[src/rtl/slotgen_pkg.sv]
package slotgen_pkg;

    typedef enum logic [1:0] {
        SG_IDLE    = 2'd0,
        SG_RESERVE = 2'd1,
        SG_FILL    = 2'd2,
        SG_FLUSH   = 2'd3
    } sg_state_e;

endpackage

[src/rtl/slot_stride.sv]
module slot_stride #(
    parameter int NUM_SLOTS = 64,
    parameter int CNT_W     = 7,
    parameter int POS_W     = 7
) (
    input  logic [CNT_W-1:0] req,
    output logic [POS_W-1:0] stride
);

    localparam int QW = (CNT_W > POS_W) ? CNT_W + 1 : POS_W + 1;

    logic [QW-1:0] quot;

    always_comb begin
        if (req == '0) begin
            quot = '0;
        end else begin
            quot = QW'(NUM_SLOTS) / QW'(req);
        end
        stride = POS_W'(quot);
    end

endmodule

[src/rtl/rr_pick.sv]
module rr_pick #(
    parameter int NUM_CLIENTS = 14,
    parameter int CID_W       = 4
) (
    input  logic [NUM_CLIENTS-1:0] act,
    input  logic [CID_W-1:0]       ptr,
    output logic [CID_W-1:0]       pick,
    output logic                   found
);

    always_comb begin
        pick  = ptr;
        found = 1'b0;
        for (int k = 0; k < NUM_CLIENTS; k++) begin
            int idx;
            idx = int'(ptr) + k;
            if (idx >= NUM_CLIENTS) begin
                idx = idx - NUM_CLIENTS;
            end
            if (!found && act[idx]) begin
                found = 1'b1;
                pick  = CID_W'(idx);
            end
        end
    end

endmodule

[src/rtl/slot_table_builder.sv]
module slot_table_builder
    import slotgen_pkg::*;
#(
    parameter int NUM_CLIENTS = 14,
    parameter int NUM_SLOTS   = 64,
    parameter int CNT_W       = 7
) (
    input  logic                                   clk,
    input  logic                                   rst_n,
    input  logic                                   start,
    input  logic [NUM_CLIENTS*CNT_W-1:0]           req_cnt,
    input  logic [NUM_CLIENTS-1:0]                 active_mask,
    output logic                                   wr_en,
    output logic [$clog2(NUM_SLOTS)-1:0]           wr_idx,
    output logic [$clog2(NUM_CLIENTS+2)-1:0]       wr_val,
    output logic                                   done
);

    localparam int SLOT_W = $clog2(NUM_SLOTS);
    localparam int POS_W  = $clog2(2 * NUM_SLOTS);
    localparam int CID_W  = $clog2(NUM_CLIENTS);
    localparam int VAL_W  = $clog2(NUM_CLIENTS + 2);
    localparam logic [VAL_W-1:0] EMPTY = VAL_W'(NUM_CLIENTS + 1);

    typedef struct packed {
        sg_state_e                             st;
        logic [CID_W-1:0]                      cli;
        logic [POS_W-1:0]                      pos;
        logic [SLOT_W-1:0]                     slot;
        logic [CID_W-1:0]                      ptr;
        logic [NUM_SLOTS-1:0][VAL_W-1:0]       tbl;
        logic [NUM_CLIENTS-1:0][CNT_W-1:0]     req;
        logic [NUM_CLIENTS-1:0]                act;
        logic                                  wr_en;
        logic [SLOT_W-1:0]                     wr_idx;
        logic [VAL_W-1:0]                      wr_val;
        logic                                  done;
    } sg_reg_t;

    sg_reg_t q, d;

    logic [CNT_W-1:0] cur_req;
    logic [POS_W-1:0] cur_stride;
    logic [CID_W-1:0] rr_sel;
    logic             rr_found;
    logic [SLOT_W-1:0] pos_slot;

    assign cur_req  = q.req[q.cli];
    assign pos_slot = q.pos[SLOT_W-1:0];

    slot_stride #(
        .NUM_SLOTS (NUM_SLOTS),
        .CNT_W     (CNT_W),
        .POS_W     (POS_W)
    ) u_stride (
        .req    (cur_req),
        .stride (cur_stride)
    );

    rr_pick #(
        .NUM_CLIENTS (NUM_CLIENTS),
        .CID_W       (CID_W)
    ) u_rr (
        .act   (q.act),
        .ptr   (q.ptr),
        .pick  (rr_sel),
        .found (rr_found)
    );

    always_comb begin
        logic [VAL_W-1:0] fill_val;
        d        = q;
        d.wr_en  = 1'b0;
        d.done   = 1'b0;
        fill_val = q.tbl[q.slot];
        case (q.st)
            SG_IDLE: begin
                if (start) begin
                    d.st   = SG_RESERVE;
                    d.cli  = '0;
                    d.pos  = '0;
                    d.slot = '0;
                    d.ptr  = '0;
                    d.req  = req_cnt;
                    d.act  = active_mask;
                    for (int s = 0; s < NUM_SLOTS; s++) begin
                        d.tbl[s] = EMPTY;
                    end
                end
            end
            SG_RESERVE: begin
                if (cur_req == '0 || q.pos >= POS_W'(NUM_SLOTS)) begin
                    d.pos = '0;
                    if (q.cli == CID_W'(NUM_CLIENTS - 1)) begin
                        d.st = SG_FILL;
                    end else begin
                        d.cli = q.cli + 1'b1;
                    end
                end else if (q.tbl[pos_slot] == EMPTY) begin
                    d.tbl[pos_slot] = VAL_W'(q.cli);
                    d.pos           = q.pos + cur_stride;
                end else begin
                    d.pos = q.pos + 1'b1;
                end
            end
            SG_FILL: begin
                if (fill_val == EMPTY) begin
                    fill_val = VAL_W'(rr_sel);
                    d.ptr    = (rr_sel == CID_W'(NUM_CLIENTS - 1)) ? '0 : rr_sel + 1'b1;
                end
                d.tbl[q.slot] = fill_val;
                d.wr_en       = 1'b1;
                d.wr_idx      = q.slot;
                d.wr_val      = fill_val;
                if (q.slot == SLOT_W'(NUM_SLOTS - 1)) begin
                    d.st = SG_FLUSH;
                end else begin
                    d.slot = q.slot + 1'b1;
                end
            end
            default: begin
                d.done = 1'b1;
                d.st   = SG_IDLE;
            end
        endcase
    end

    always_ff @(posedge clk) begin
        if (!rst_n) begin
            q <= '0;
        end else begin
            q <= d;
        end
    end

    assign wr_en  = q.wr_en;
    assign wr_idx = q.wr_idx;
    assign wr_val = q.wr_val;
    assign done   = q.done;

    AST_VAL_RANGE: assert property (@(posedge clk) disable iff (!rst_n)
        wr_en |-> (wr_val < VAL_W'(NUM_CLIENTS)));

    AST_IDX_STEP: assert property (@(posedge clk) disable iff (!rst_n)
        (wr_en && wr_idx != '0) |-> ($past(wr_en) && wr_idx == $past(wr_idx) + 1'b1));

    AST_DONE_AFTER_LAST: assert property (@(posedge clk) disable iff (!rst_n)
        done |-> ($past(wr_en) && $past(wr_idx) == SLOT_W'(NUM_SLOTS - 1)));

    AST_DONE_PULSE: assert property (@(posedge clk) disable iff (!rst_n)
        done |=> !done);

    AST_DONE_NO_WRITE: assert property (@(posedge clk) disable iff (!rst_n)
        !(done && wr_en));

    AST_RR_ACTIVE: assert property (@(posedge clk) disable iff (!rst_n)
        (q.st == SG_FILL && q.tbl[q.slot] == EMPTY && (|q.act)) |-> q.act[rr_sel]);

    AST_BUSY_HOLD: assert property (@(posedge clk) disable iff (!rst_n)
        (q.st != SG_IDLE && start) |=> ($stable(q.req) && $stable(q.act)));

endmodule

[config.mk]
export PLATFORM = sky130hd
export DESIGN_NAME = slot_table_builder
export DESIGN_NICKNAME = d
export VERILOG_FILES = /design/src/rtl/slotgen_pkg.sv /design/src/rtl/slot_stride.sv /design/src/rtl/rr_pick.sv /design/src/rtl/slot_table_builder.sv
export SDC_FILE = /design/constraint.sdc
export NUM_CORES = 2
export LEC_CHECK = 0
export BUFFER_PORTS_ARGS = -buffer_cell sky130_fd_sc_hd__buf_2
export CORE_MARGIN = 4
export CORE_UTILIZATION = 62
export DETAILED_ROUTE_END_ITERATION = 10
export HOLD_SLACK_MARGIN = 0.05
export PLACE_DENSITY_LB_ADDON = 0.05
export SYNTH_ARGS = -nofsm -noshare
export SYNTH_HDL_FRONTEND = slang
export SYNTH_SLANG_ARGS = --single-unit
export TNS_END_PERCENT = 10
[constraint.sdc]
create_clock -name clk -period 25.3 [get_ports clk]
set_input_delay 2.53 -clock clk [delete_from_list [all_inputs] [get_ports clk]]
set_output_delay 2.53 -clock clk [all_outputs]
set_load 0.005 [all_outputs]
# [After elaboration in Yosys (flattened, before gate mapping)]
# Cells that the tools add are included.
[totals] reg_bits=403 input_bits=115 output_inout_bits=12 word_cells=329
[op_classes] addsub=32 n_div=1 magnitude_cmp=34 eq_ne=16 muxes=116 reduce_logical=42
[ops] cell="256-bit case mux with 3 select lines" count=1
[ops] cell="256-bit bitwise mux" count=2
[ops] cell="256-bit 2-to-1 mux" count=2
[ops] cell="32-bit by 6-bit less-than comparator with 1-bit output, second input constant" count=14
[ops] cell="32-bit 2-to-1 mux" count=14
[ops] cell="32-bit by 5-bit greater-or-equal comparator with 1-bit output, second input constant" count=13
[ops] cell="32-bit by 5-bit subtractor with 32-bit output, second input constant" count=13
[ops] cell="391-bit 2-to-1 mux" count=1
[ops] cell="4-bit 2-to-1 mux" count=23
[ops] cell="1-bit binary-select mux with 4-bit select" count=14
[ops] cell="4-bit binary-select mux with 6-bit select" count=2
[ops] cell="4-bit demux with 6-bit select" count=2
[ops] cell="1-bit 2-to-1 mux" count=42
[ops] cell="4-bit by 4-bit adder with 5-bit output, second input constant" count=6
[ops] cell="7-bit binary-select mux with 4-bit select" count=1
[ops] cell="7-bit 2-to-1 mux" count=4
[ops] cell="11-bit case mux with 2 select lines" count=1
[ops] cell="4-bit by 3-bit adder with 5-bit output, second input constant" count=4
[ops] cell="10-bit case mux with 2 select lines" count=1
[ops] cell="2-bit != test, second input constant" count=9
[ops] cell="4-bit equality test, second input constant" count=4
[ops] cell="1-bit logical AND" count=15
[ops] cell="6-bit by 7-bit less-than comparator with 1-bit output, second input constant" count=2
[ops] cell="1-bit logical NOT" count=13
[ops] cell="other kinds (28)" count=38

# [Depth between registers and ports, before layout]
[logic_depth] ltp_word=49 ltp_mapped=65 mapped_depth_nobuf=62

# [Cells and area by module]
# Synthesis repeated with hierarchy kept, for this count alone.
[unflattened] cells_unflattened=4457 area_unflattened_um2=34526.9
[by_module_without_submodules] module="slot_table_builder" instances=1 cells_per_inst=3685 area_per_inst_um2=28951.5 seq_area_each_um2=8067.7
[by_module_without_submodules] module="rr_pick" instances=1 cells_per_inst=562 area_per_inst_um2=4027.6 seq_area_each_um2=0.0
[by_module_without_submodules] module="slot_stride" instances=1 cells_per_inst=210 area_per_inst_um2=1547.7 seq_area_each_um2=0.0

# [Worst setup path before layout]
# OpenSTA, ideal clock, no wires.
[synth_path] path_kind="register -> register" startpoint="reg q[397] in the netlist's numbering" endpoint="reg q[396] in the netlist's numbering" setup_ns=0.128 arrival_ns=11.594 required_time_ns=25.172 slack_ns=13.579 stages_incl_launch_ff=64 n_path_buf=3 synth_period_minus_slack_ns=11.721 cell_sequence="dfxtp_1 buf_2 buf_1 mux4_2 nand2_1 a21oi_1 a21oi_1 nand4_1 nand2b_1 ha_1 o21a_1 o21ai_0 nand2b_1 nand3_1 o22ai_1 a21oi_1 ha_1 o21a_1 [... 28 more ...] nor3_1 o21ba_2 nand2_1 mux2_2 ha_1 a21o_1 a221o_1 a211oi_1 o21bai_1 ha_1 fa_1 a21o_1 a21oi_1 o21bai_1 a21oi_1 xnor2_1 a22oi_1 nor2_1"
[synth_between] elab_chain_cells=8 word_cells_on_any_way=10 classes_between="add/sub (1); div (1); mux (6); reduce/logical (2)"
[synth_lines] item="from (decl)" line="slot_table_builder.sv:40" text="sg_reg_t q, d;"
[synth_lines] item="from (signal assigned)" line="slot_table_builder.sv:130" text="q <= '0;"
[synth_lines] item="from (signal assigned)" line="slot_table_builder.sv:132" text="q <= d;"
[synth_lines] item="7-bit binary-select mux with 4-bit select *" line="slot_table_builder.sv:48" text="assign cur_req = q.req[q.cli];"
[synth_lines] item="7-bit 2-to-1 mux (implied by the code) *" line="slot_table_builder.sv:48"
[synth_lines] item="7-bit by 7-bit divider with 8-bit output or 7-bit logical NOT (tied branches)" line="slot_stride.sv:18, slot_stride.sv:15, slot_table_builder.sv:92"
[synth_lines] item="7-bit 2-to-1 mux" line="slot_stride.sv:15" text="if (req == '0) begin"
[synth_lines] item="7-bit adder" line="slot_table_builder.sv:101" text="d.pos = q.pos + cur_stride;"
[synth_lines] item="7-bit 2-to-1 mux" line="slot_table_builder.sv:99" text="end else if (q.tbl[pos_slot] == EMPTY) begin"
[synth_lines] item="7-bit 2-to-1 mux *" line="slot_table_builder.sv:92" text="if (cur_req == '0 || q.pos >= POS_W'(NUM_SLOTS)) begin"
[synth_lines] item="11-bit case mux with 2 select lines *" line="slot_table_builder.sv:76" text="case (q.st)"
# Mark *: on every way between the ends. The rest lies on a longest branch, timed or not. The select of a mux whose other input is x is not followed.
# A chain may end at the register's enable or synchronous reset.

# [Worst setup path in the final report]
# Ends and elaborated chain as after synthesis.

==> impl_metrics.env <==
export IMPL_rows=81
export IMPL_seq_area_frac_synth_pct=26.2
export IMPL_antenna_left=0
export IMPL_crit_required_ns=25.75
export IMPL_track_usage_pct=46.8
export IMPL_syn_area_per_cell_um2=7.35
export IMPL_clock_root_buffer="clkbuf_16"
export IMPL_cts_resized=0
export IMPL_ir_drop_v=0.000295
export IMPL_final_cells=4762
export IMPL_max_cap_violations=0
export IMPL_period_share_pct=53.5
export IMPL_viasPerCell=7.52
export IMPL_synth_edff_count=0
export IMPL_outcome="completed"
export IMPL_cts_buffers=45
export IMPL_netlist_area_um2=30800
export IMPL_ys_types=104
export IMPL_syn_nets=4373
export IMPL_drcViolationCount=0
export IMPL_holdBufCountCts=0
export IMPL_layout_drive_gt1_share_pct=11.7
export IMPL_finalHoldViolations=0
export IMPL_fmax_mhz=73.9
export IMPL_fillers=4461
export IMPL_wirelength_um=131000
export IMPL_die_h_um=231
export IMPL_crit_slowest_cell="mux4_2"
export IMPL_hpwl_um=82000
export IMPL_pwr_density_cell_nw_per_um2=132
export IMPL_portBuffers=126
export IMPL_routabilityCongestion=1.10
export IMPL_finalSetupViolCount=0
export IMPL_grt_max_degree=115
export IMPL_rsz0062_at_grt="false"
export IMPL_grt_pass1_vias=32200
export IMPL_antenna_found_initial=6
export IMPL_start_util_pct=62.8
export IMPL_cts_buffer_depth=3
export IMPL_yosys_warnings=0
export IMPL_hold_depth=2
export IMPL_die_x_um=231
export IMPL_fin_setup_tns_ns=0
export IMPL_power_mw=4.34
export IMPL_ios=127
export IMPL_startpoint_type="flip-flop"
export IMPL_grt_first_pass_wirelength_um=197000
export IMPL_drt_iter0_markers=6329
export IMPL_cts_tree="built"
export IMPL_endpoint_kind="flip-flop"
export IMPL_dp_cells=4677
export IMPL_core_area_um2=49100
export IMPL_period_needed_ns=13.52
export IMPL_netlist_instances=4193
export IMPL_reg2reg_depth=62
export IMPL_syn_to_final_growth_pct=6.60
export IMPL_place_area_um2=31300
export IMPL_async_flop_share_pct=0
export IMPL_ys_flop_type="dfxtp_1"
export IMPL_clk_insertion_delay_late_ns=0.62
export IMPL_fin_hold_ws_ns=0.453
export IMPL_slew_viol_final=0
export IMPL_min_delay_path_class="flip-flop to flip-flop"
export IMPL_cts_setup_buffers=0
export IMPL_ys_ff_latch=403
export IMPL_grt_remaining_overflow=0
export IMPL_max_slew_margin_pct=7.42
export IMPL_fin_skew_ns=0.0540
export IMPL_cp_common_cell="o21a_1"
export IMPL_worstPathMaxFanout=33
export IMPL_max_stage_delay_ns=0.63
export IMPL_drt_first_pass_iters=11
export IMPL_multi_input_area_um2=21100
export IMPL_cellLeakagePower_nw=11.3
export IMPL_tightest_slew_ns=1.39
export IMPL_vias=35800
export IMPL_wire_per_inst_um=27.5
export IMPL_design_area_um2=32900
export IMPL_cts_sinks=403
export IMPL_arrival_ns=13.97
export IMPL_die_area_um2=53400
export IMPL_fin_nets=4240
export IMPL_worstSetupPathType="flip-flop to flip-flop"
export IMPL_regArea_um2=8080
export IMPL_htree_num_levels=2
export IMPL_clk_pin_slew_ns=0.06
## per-stage QoR
step | setup WS, ns | util (%)
4_1_cts | 11.90 | 67.0
6_report | 11.78 | 67.0
3_3_place_gp | 12.18 | 63.9
3_5_place_dp | 11.94 | 63.9
5_1_grt | 10.63 | 67.0
2_1_floorplan | 13.58 | -
## cell type report
cell class,instances,area share (%)
sequential,403,24.6
inverter,39,0.468
clock inverter,8,0.377
clock buffer,73,4.24
tap,664,2.53
timing repair buffer,195,3.50
antenna,4,0.0305
multi-input combinational,3376,64.3
## registers in the layout, summed over array words and instances (netlist names)
signal    count
done          1
pos_slot      6
q           385
wr_en         1
wr_idx        6
wr_val        4
## logic make-up after synthesis
logic type / Yosys count / synth area share [%]
AO/OA/AOI/OAI: 1691 / 34.3
AND/OR/NAND/NOR: 1349 / 19.3
buffers and inverters: 414 / 5.76
flip-flops: 403 / 26.2
multiplexers: 232 / 10.5
adder cells (fa/ha/maj): 65 / 2.69
XOR/XNOR: 38 / 1.18
other: 1 / 0.0122
## power by group
| group | internal (mW) | switching (mW) |
|---|---|---|
| clock | 0.397 | 0.290 |
| combinational | 1.06 | 1.45 |
| sequential | 0.853 | 0.289 |
## worst paths after layout
| kind | to | from | slack [ns] |
|---|---|---|---|
| worst min register to register | q[51] | q[51] | 0.45 |
| worst max register to register | q[396] | q[397] | 11.78 |
| worst min-delay path | q[51] | q[51] | 0.45 |
| worst max-delay path | q[396] | q[397] | 11.78 |
## per-layer routing
layer | vias up | track usage, % | routed length [um]
met5 | - | 1.38 | 77
met1 | 16500 | 61.2 | 47500
met3 | 822 | 18.7 | 22000
met4 | 4 | 26.8 | 9840
li1 | 15500 | - | -
met2 | 3005 | 65.2 | 51800
## cell usage after synthesis, types with 27 or more instances
| cell | count | area (um2) |
|---|---|---|
| nand2_1 | 594 | 2230 |
| ha_1 | 63 | 788 |
| buf_2 | 35 | 175 |
| a22oi_1 | 153 | 1150 |
| buf_1 | 27 | 101 |
| o21ai_1 | 62 | 310 |
| o221ai_1 | 150 | 1310 |
| a221oi_1 | 39 | 342 |
| o21ai_0 | 468 | 2340 |
| mux4_2 | 67 | 1510 |
| nor2_1 | 319 | 1200 |
| a21oi_1 | 473 | 2370 |
| mux2_2 | 61 | 687 |
| nand3_1 | 212 | 1060 |
| inv_1 | 34 | 128 |
| dfxtp_1 | 403 | 8070 |
| o22ai_1 | 72 | 450 |
| nor3_1 | 40 | 200 |
| mux2i_1 | 103 | 1030 |
| a22o_1 | 49 | 429 |
| clkbuf_1 | 279 | 1050 |
## worst max-delay path: cells and delay by family (launching register included)
kind | cells | cell delay (ns)
xor+xnor | 1 | 0.10
flops | 1 | 0.31
fa+ha+maj | 8 | 2.60
buf+inv | 2 | 0.54
compound gates | 33 | 6.16
mux | 4 | 1.26
simple gates | 14 | 2.36
## placed cells by master (no fill, tap or decap), types with 10 or more instances in the layout
cell and instances:
o22ai_1 72, inv_1 33, nand3_1 209, o22a_1 13
o32ai_1 10, a22oi_1 153, buf_2 126, o21ai_1 62
dfxtp_1 395, nand2_1 590, nand4_1 11, a21oi_1 473
or2_2 15, nor3_1 40, o211ai_1 21, o221ai_1 150
clkbuf_16 46, mux2_2 61, mux2i_1 103, o21ai_0 468
buf_4 69, a211oi_1 21, nor2_2 10, nand2b_1 24
a22o_1 49, o21a_1 20, o31ai_1 14, xnor2_1 25
a21o_1 13, clkbuf_8 14, and2_1 22, and3_1 15
a31oi_1 10, a221oi_1 39, mux4_2 67, ha_1 60
nor2b_1 26, nor2_1 308, clkbuf_1 13
(Power assumes the default switching activity.)
